==> config.mk <==
export PLATFORM = sky130hd
export DESIGN_NAME = dec_updown_counter
export DESIGN_NICKNAME = d
export VERILOG_FILES = /design/src/rtl/dec_cnt_pkg.sv /design/src/rtl/dec_cnt_decode.sv /design/src/rtl/dec_cnt_next.sv /design/src/rtl/dec_cnt_reg.sv /design/src/rtl/dec_updown_counter.sv
export SDC_FILE = /design/constraint.sdc
export NUM_CORES = 1
export LEC_CHECK = 0
export ABC_AREA = 1
export BUFFER_PORTS_ARGS = -buffer_cell sky130_fd_sc_hd__clkbuf_2
export CORE_AREA = 5 5 42 44
export DETAILED_ROUTE_END_ITERATION = 16
export DIE_AREA = 0 0 47 49
export HOLD_SLACK_MARGIN = 0.1
export REMOVE_ABC_BUFFERS = 1
export SLEW_MARGIN = 20
export SYNTH_ARGS = -nofsm -noshare
export SYNTH_HDL_FRONTEND = slang
export SYNTH_SLANG_ARGS = --single-unit
==> constraint.sdc <==
create_clock -name clk -period 2.6 [get_ports clk]
set_input_delay 0.13 -clock clk [delete_from_list [all_inputs] [get_ports clk]]
set_output_delay 0.13 -clock clk [all_outputs]
set_load 0.03 [all_outputs]
==> src/rtl/dec_cnt_pkg.sv <==
package dec_cnt_pkg;

    localparam int DIGIT_W   = 4;
    localparam int DIGIT_MOD = 10;
    localparam logic [DIGIT_W-1:0] LAST_CODE = DIGIT_W'(DIGIT_MOD - 1);
    localparam logic [DIGIT_W-1:0] ZERO_CODE = '0;

    typedef enum logic [2:0] {
        OP_CLEAR = 3'd0,
        OP_LOAD  = 3'd1,
        OP_UP    = 3'd2,
        OP_DOWN  = 3'd3,
        OP_IDLE  = 3'd4
    } cnt_op_e;

    typedef struct packed {
        logic [DIGIT_W-1:0] value;
        logic               carry;
        logic               borrow;
    } cnt_state_t;

    localparam cnt_state_t STATE_RESET = '{value: ZERO_CODE, carry: 1'b0, borrow: 1'b0};

    function automatic logic is_legal(input logic [DIGIT_W-1:0] v);
        return v <= LAST_CODE;
    endfunction

    function automatic cnt_state_t step_up(input logic [DIGIT_W-1:0] v);
        cnt_state_t s;
        s = STATE_RESET;
        if (v >= LAST_CODE) begin
            s.value = ZERO_CODE;
            s.carry = 1'b1;
        end else begin
            s.value = v + 1'b1;
        end
        return s;
    endfunction

    function automatic cnt_state_t step_down(input logic [DIGIT_W-1:0] v);
        cnt_state_t s;
        s = STATE_RESET;
        if (v == ZERO_CODE) begin
            s.value  = LAST_CODE;
            s.borrow = 1'b1;
        end else if (!is_legal(v)) begin
            s.value = LAST_CODE;
        end else begin
            s.value = v - 1'b1;
        end
        return s;
    endfunction

endpackage

==> src/rtl/dec_cnt_decode.sv <==
module dec_cnt_decode
    import dec_cnt_pkg::*;
(
    input  logic    clr,
    input  logic    load,
    input  logic    up_req,
    input  logic    dn_req,
    output cnt_op_e op
);

    always_comb begin
        if (clr)
            op = OP_CLEAR;
        else if (load)
            op = OP_LOAD;
        else if (up_req && !dn_req)
            op = OP_UP;
        else if (dn_req && !up_req)
            op = OP_DOWN;
        else
            op = OP_IDLE;
    end

endmodule

==> src/rtl/dec_cnt_next.sv <==
module dec_cnt_next
    import dec_cnt_pkg::*;
(
    input  cnt_op_e            op,
    input  logic [DIGIT_W-1:0] cur,
    input  logic [DIGIT_W-1:0] load_data,
    output cnt_state_t         nxt
);

    always_comb begin
        nxt = STATE_RESET;
        unique case (op)
            OP_CLEAR: nxt = STATE_RESET;
            OP_LOAD:  nxt.value = load_data;
            OP_UP:    nxt = step_up(cur);
            OP_DOWN:  nxt = step_down(cur);
            OP_IDLE:  nxt.value = is_legal(cur) ? cur : ZERO_CODE;
            default:  nxt = STATE_RESET;
        endcase
    end

endmodule

==> src/rtl/dec_cnt_reg.sv <==
module dec_cnt_reg
    import dec_cnt_pkg::*;
(
    input  logic       clk,
    input  logic       rst,
    input  cnt_state_t nxt,
    output cnt_state_t q
);

    always_ff @(posedge clk) begin
        if (rst)
            q <= STATE_RESET;
        else
            q <= nxt;
    end

    AST_RESET_STATE: assert property (@(posedge clk)
        rst |=> (q == STATE_RESET));

    AST_FLAGS_EXCLUSIVE: assert property (@(posedge clk) disable iff (rst)
        !(q.carry && q.borrow));

endmodule

==> src/rtl/dec_updown_counter.sv <==
module dec_updown_counter
    import dec_cnt_pkg::*;
(
    input  logic               clk,
    input  logic               rst,
    input  logic               clr,
    input  logic               load,
    input  logic [DIGIT_W-1:0] load_data,
    input  logic               up_req,
    input  logic               dn_req,
    output logic [DIGIT_W-1:0] count,
    output logic               carry,
    output logic               borrow
);

    cnt_op_e    op;
    cnt_state_t nxt;
    cnt_state_t state_q;

    dec_cnt_decode u_decode (
        .clr    (clr),
        .load   (load),
        .up_req (up_req),
        .dn_req (dn_req),
        .op     (op)
    );

    dec_cnt_next u_next (
        .op        (op),
        .cur       (state_q.value),
        .load_data (load_data),
        .nxt       (nxt)
    );

    dec_cnt_reg u_reg (
        .clk (clk),
        .rst (rst),
        .nxt (nxt),
        .q   (state_q)
    );

    assign count  = state_q.value;
    assign carry  = state_q.carry;
    assign borrow = state_q.borrow;

    AST_CLEAR_WINS: assert property (@(posedge clk) disable iff (rst)
        clr |=> (count == ZERO_CODE && !carry && !borrow));

    AST_LOAD_COPY: assert property (@(posedge clk) disable iff (rst)
        (load && !clr) |=> (count == $past(load_data) && !carry && !borrow));

    AST_UP_STEP: assert property (@(posedge clk) disable iff (rst)
        (!clr && !load && up_req && !dn_req && count < LAST_CODE)
        |=> (count == $past(count) + 1'b1 && !carry));

    AST_CARRY_WRAP: assert property (@(posedge clk) disable iff (rst)
        carry |-> (count == ZERO_CODE));

    AST_CARRY_PULSE: assert property (@(posedge clk) disable iff (rst)
        carry |=> !carry);

    AST_DOWN_STEP: assert property (@(posedge clk) disable iff (rst)
        (!clr && !load && dn_req && !up_req && count != ZERO_CODE && count <= LAST_CODE)
        |=> (count == $past(count) - 1'b1 && !borrow));

    AST_BORROW_WRAP: assert property (@(posedge clk) disable iff (rst)
        borrow |-> (count == LAST_CODE));

    AST_BORROW_PULSE: assert property (@(posedge clk) disable iff (rst)
        borrow |=> !borrow);

    AST_HOLD_EQUAL_REQ: assert property (@(posedge clk) disable iff (rst)
        (!clr && !load && (up_req == dn_req) && count <= LAST_CODE)
        |=> ($stable(count) && !carry && !borrow));

    AST_ILLEGAL_RECOVER: assert property (@(posedge clk) disable iff (rst)
        (count > LAST_CODE && !load) |=> (count <= LAST_CODE));

endmodule

==> results_dict.tcl, run 1 <==
set metrics [dict create \
    status "finished, final reports clean" \
    fp-row-count 14 \
    clk_path_buf_depth 2 \
    power.share.sequential_pct 41.4 \
    critPathKind "reg -> reg" \
    viasPerCell 4.697 \
    finalCriticalPeriod_ps 1566 \
    clk_pin_slew_ps 50 \
    async_reset_ff_share_pct 0 \
    worstMarginPinSlew_ps 275.5 \
    cts_tree "built" \
    worstPathMaxFanout 8 \
    cp-end-kind "flip-flop" \
    drtPass1Iterations 4 \
    power_switching_share_pct 30.75 \
    place.detailed.hpwl_um 904.1 \
    cts.sinks 6 \
    port_buffers 15 \
    num_antenna_cells 0 \
    initial_core_util_pct 35.00 \
    grt_pass1_vias 508 \
    largest_register_ffs 6 \
    io_pins 16 \
    antenna_left 0 \
    synth-edff-count 0 \
    avgSynthCellArea_um2 5.839 \
    synth_top_area_cell "dfxtp_1" \
    clk_latency_ps 240 \
    slew_headroom_pct 81.46 \
    yosysUniqueCellTypes 15 \
    numCtsBuffers 3 \
    synth_top_area_share_pct 24.49 \
    hold_viol_final 0 \
    peakVddDrop_mv 0.2544 \
    finalNonFillerCells 119 \
    grt_max_degree 9 \
    yosys_warnings 0 \
    cts_max_level 1 \
    fin_ws_ps 1034 \
    drv_slew 0 \
    routabilityCongestion 0.7812 \
    route.detailed.drc 0 \
    ys_seq_area_share_pct 24.49 \
    synth-seq-cells 6 \
    comb_power_share_pct 23.6 \
    root_buffer "clkbuf_4" \
    synth_area_leaders "dfxtp_1 (24%), nand2_1 (18%), nand3_1 (15%)" \
    p_switching_mw 0.07512 \
    coreArea_um2 1401 \
    finClkSkew_ps 1.468 \
    drt-total-wl_mm 1.182 \
    area_growth_syn_to_layout_pct 26.02 \
    grt.total_usage_pct 11.62 \
    dp.cells 115 \
    max_freq_ghz 0.6385 \
    fp.dieW_um 47 \
    p_int_mw 0.1692 \
    final_cell_area_um2 618.1 \
    top_register "u_reg.q" \
    ys.flop_type "dfxtp_1" \
    grt_pass1_wl_mm 1.952 \
    vias 559 \
    wl_per_cell_um 9.933 \
    drive_above_1_share_pct 20.39 \
    synth.cell_area_um2 490.5 \
    tns_ps 0 \
    synthTopCellsByCount "nand2_1 (24), inv_1 (16), nand3_1 (15)" \
    required_ps 2740 \
    dieArea_um2 2303 \
    antenna_found_initial 0 \
    reg_top3 "u_reg.q: 6 flops" \
    yosysMostFrequentCell "nand2_1" \
    drt_iter0_drc 17 \
    synth_cells 84 \
    post-place-ws_ps 1055 \
    nets 119 \
    fin_crit_sh_pct 60.23 \
    dieHeight_um 49 \
    clock_power_share_pct 35.0 \
    holdCritPathClass "in -> reg" \
    p_leak_nw 0.3718 \
    worstPathArrival_ps 1710 \
    overflow 0 \
    final-setup-viol-count 0 \
    postCtsSetupBuffers 0 \
    grt_setup_unrepaired "no" \
    startpoint_type "flip-flop" \
    placed_cell_area_um2 585.6 \
    power_density_nw_per_um2 395.2 \
    cap_violations 0 \
]
path summary, 6_finish.rpt:
path / startpoint / end / slack [ps] / cells after the start
worst min-delay path: clr / u_reg.q[1] / 230 / 4
worst max register to register: u_reg.q[2] / u_reg.q[3] / 1030 / 10
worst min register to register: u_reg.q[3] / u_reg.q[3] / 670 / 4
worst max-delay path: u_reg.q[2] / u_reg.q[3] / 1030 / 10
worst max-delay path, stage by stage (launching register included):
cell     delay (ps)
dfxtp_1         460
inv_1           130
ha_1            240
nand2_1          90
nand3_1         150
nand2_1         120
inv_2            50
nand2_1          60
nand3_1          80
nand2_1          60
inv_1            30
power by group through the flow:
stage               clock network (mW)  registers, mW  logic, mW
finish                          0.0855          0.101     0.0576
global route                    0.0978          0.102     0.0657
CTS                             0.0896          0.101     0.0580
detailed placement                   0          0.103     0.0561
global placement                     0          0.103     0.0566
floorplan                            0          0.108     0.0330
cells by family (layout without fill, tap and decap cells):
| kind of cell | after synthesis | after routing | synth area share, % |
|---|---|---|---|
| and+or+nand+nor | 51 | 51 | 45.67 |
| DFF | 6 | 6 | 24.49 |
| adders and majority gates | 4 | 4 | 10.20 |
| buffers and inverters | 18 | 37 | 13.78 |
| AOI/OAI and AO/OA | 4 | 4 | 4.080 |
| xor gates and xnor gates | 1 | 1 | 1.786 |
per-stage QoR:
stage	utilization (%)	power, mW	hold slack (ps)
finish	44.11	0.2443	227.4
global route	44.11	0.2652	232.1
CTS	44.11	0.2488	221.9
detailed placement	41.79	0.1590	333.4
global placement	41.79	0.1594	354.8
floorplan	-	0.1406	206.1
final cells by class:
| class | count | area, µm² |
|---|---|---|
| clock buffers | 3 | 22.52 |
| multi-input cells | 60 | 302.8 |
| repair buffers | 16 | 85.08 |
| inverters | 18 | 67.56 |
| fillers | 153 | 783.3 |
| well taps | 16 | 20.02 |
| flip-flops and latches | 6 | 120.1 |
timing repair:
| item | CTS | global route |
|---|---|---|
| resized for setup | 0 | 0 |
| hold endpoints to repair | 1 | 0 |
| hold buffers | 1 | 0 |
layer usage:
layer  track usage (%)  routed length (µm)
met3             3.321                  47
met1             13.19                 523
met2             17.65                 612
met5                 0                   0
met4             8.295                   0
cell usage in the layout, fill, tap and decap left out:
| cell type | n |
|---|---|
| ha_1 | 4 |
| xor2_1 | 1 |
| nand2_1 | 24 |
| nor2_1 | 6 |
| inv_2 | 2 |
| clkbuf_2 | 15 |
| nor3_1 | 2 |
| a21oi_1 | 3 |
| nor4_1 | 1 |
| nand3_1 | 15 |
| nor2_2 | 1 |
| dlygate4sd3_1 | 1 |
| inv_1 | 16 |
| o21ai_0 | 1 |
| dfxtp_1 | 6 |
| nor3b_1 | 1 |
| clkbuf_4 | 3 |
| nand4_1 | 1 |
Note: power is estimated with default switching activity, not from simulation.
==> inputs of run 2 (changes only) <==
==> constraint.sdc (replaced) <==
create_clock -name clk -period 1.28 [get_ports clk]
set_input_delay 0.064 -clock clk [delete_from_list [all_inputs] [get_ports clk]]
set_output_delay 0.064 -clock clk [all_outputs]
set_load 0.03 [all_outputs]
==> run 2 against run 1 <==
Clock power grew 95%. Wire length grew 27%. Count of clock-buffer cells in the layout is the same. Hold slack lost 77 ps. Critical path depth is the same. Largest cell class unchanged. Largest power group unchanged.
==> results_dict.tcl, run 2 (same netlist as run 1, synthesis figures left out) <==
set metrics [dict create \
    drtPass1Iterations 4 \
    final-setup-viol-count 0 \
    fin_crit_sh_pct 99.64 \
    layout_commonest_cell "nand2_1" \
    slowest_delay_ps 320 \
    grt_max_degree 9 \
    top_register "u_reg.q" \
    drv_slew 0 \
    holdWs_ps 150.8 \
    initial_core_util_pct 35.00 \
    reg_top3 "u_reg.q: 6 flops" \
    max_freq_ghz 0.7840 \
    nFillCells 135 \
    tns_ps 0 \
    worstPathArrival_ps 1410 \
    p_leak_nw 0.4559 \
    finalCriticalPeriod_ps 1275 \
    numCtsBuffers 3 \
    final_cell_mix "nand2_1 (18), clkbuf_2 (15), inv_1 (13)" \
    peakVddDrop_mv 0.4956 \
    cpLargestDelayFamily "simple AND/OR/NAND/NOR gates" \
    cap_violations 0 \
    clk_latency_ps 240 \
    placed_cell_area_um2 645.6 \
    startpoint_type "flip-flop" \
    power_density_nw_per_um2 682.2 \
    grt_pass1_wl_mm 2.484 \
    drt_iter0_drc 5 \
    total_power_mw 0.5667 \
    coreArea_um2 1401 \
    route.detailed.drc 0 \
    cp-end-kind "flip-flop" \
    crit_buf_inv 3 \
    cts.sinks 6 \
    io_pins 16 \
    antenna_left 0 \
    fp.dieW_um 47 \
    cts_max_level 1 \
    fp-row-count 14 \
    holdCritPathClass "in -> reg" \
    nets 128 \
    overflow 0 \
    drt-total-wl_mm 1.501 \
    worstPathMaxFanout 4 \
    critPathKind "reg -> reg" \
    cts_tree "built" \
    viasPerCell 4.773 \
    grt_setup_unrepaired "yes" \
    dieHeight_um 49 \
    hold_viol_final 0 \
    crit_chain "buf_6 -> ha_4 -> nand3_4 -> nand3_4 -> nand2_2 -> inv_2 -> nand2_2 -> nand3_1 -> nand2_1 -> inv_1" \
    required_ps 1410 \
    grt_pass1_vias 627 \
    grt.total_usage_pct 14.53 \
    final_cell_area_um2 830.8 \
    routabilityCongestion 0.8036 \
    finClkSkew_ps 2.355 \
    dp.cells 123 \
    antenna_found_initial 0 \
    area_growth_syn_to_layout_pct 69.39 \
    port_buffers 15 \
    place.detailed.hpwl_mm 1.065 \
    wl_per_cell_um 11.73 \
    worstMarginPinSlew_ps 241.9 \
    clk_path_buf_depth 2 \
    post-place-ws_ps -85.79 \
    root_buffer "clkbuf_4" \
    drive_above_1_share_pct 49.11 \
    crit_slowest_cell "dfxtp_2" \
    final_util_pct 59.29 \
    fin_ws_ps 4.563 \
    slew_headroom_pct 83.75 \
    largest_register_ffs 6 \
    dieArea_um2 2303 \
    clk_pin_slew_ps 40 \
    status "finished, final reports clean" \
    num_antenna_cells 0 \
    finalNonFillerCells 128 \
    vias 611 \
]
[run 2: tightest hold or removal path, stage by stage]
cell,delay (ps)
clkbuf_2,90
nor2_1,50
nand2_1,90
nor4_1,60
[run 2: path summary, 6_finish.rpt]
kind | from | endpoint | slack [ps] | cells after the start
hold / removal | clr | u_reg.q[0] | 150 | 4
setup / recovery | u_reg.q[2] | u_reg.q[3] | 5 | 10
setup reg to reg | u_reg.q[2] | u_reg.q[3] | 5 | 10
hold reg to reg | u_reg.q[5] | u_reg.q[5] | 690 | 4
[run 2: where the power goes]
group	switching, mW	internal (mW)
Clock	0.0610	0.106
Sequential	0.00849	0.194
Combinational	0.113	0.0854
[run 2: what timing repair did]
action / in CTS / in global routing
endpoints found under the setup margin: 4 / 4
resized for setup: 15 / 23
pin swaps: 6 / 8
hold buffers: 1 / 0
endpoints found under the hold margin: 2 / 0
buffers inserted: 0 / 1
[run 2: final cells by class]
class	instances	area (µm²)	area share (%)
multi-input cells	60	434.2	52.26
repair buffers	25	160.2	19.28
flip-flops and latches	6	126.4	15.21
inverters	18	67.56	8.133
clock buffers	3	22.52	2.711
well taps	16	20.02	2.410
[run 2: routing by layer]
metal / wire, µm / vias up / global-route usage, %
li1: - / 322 / -
met1: 630 / 272 / 17.22
met2: 789 / 11 / 22.62
met3: 46 / 6 / 2.583
met4: 34 / 0 / 9.677
met5: 0 / - / 0
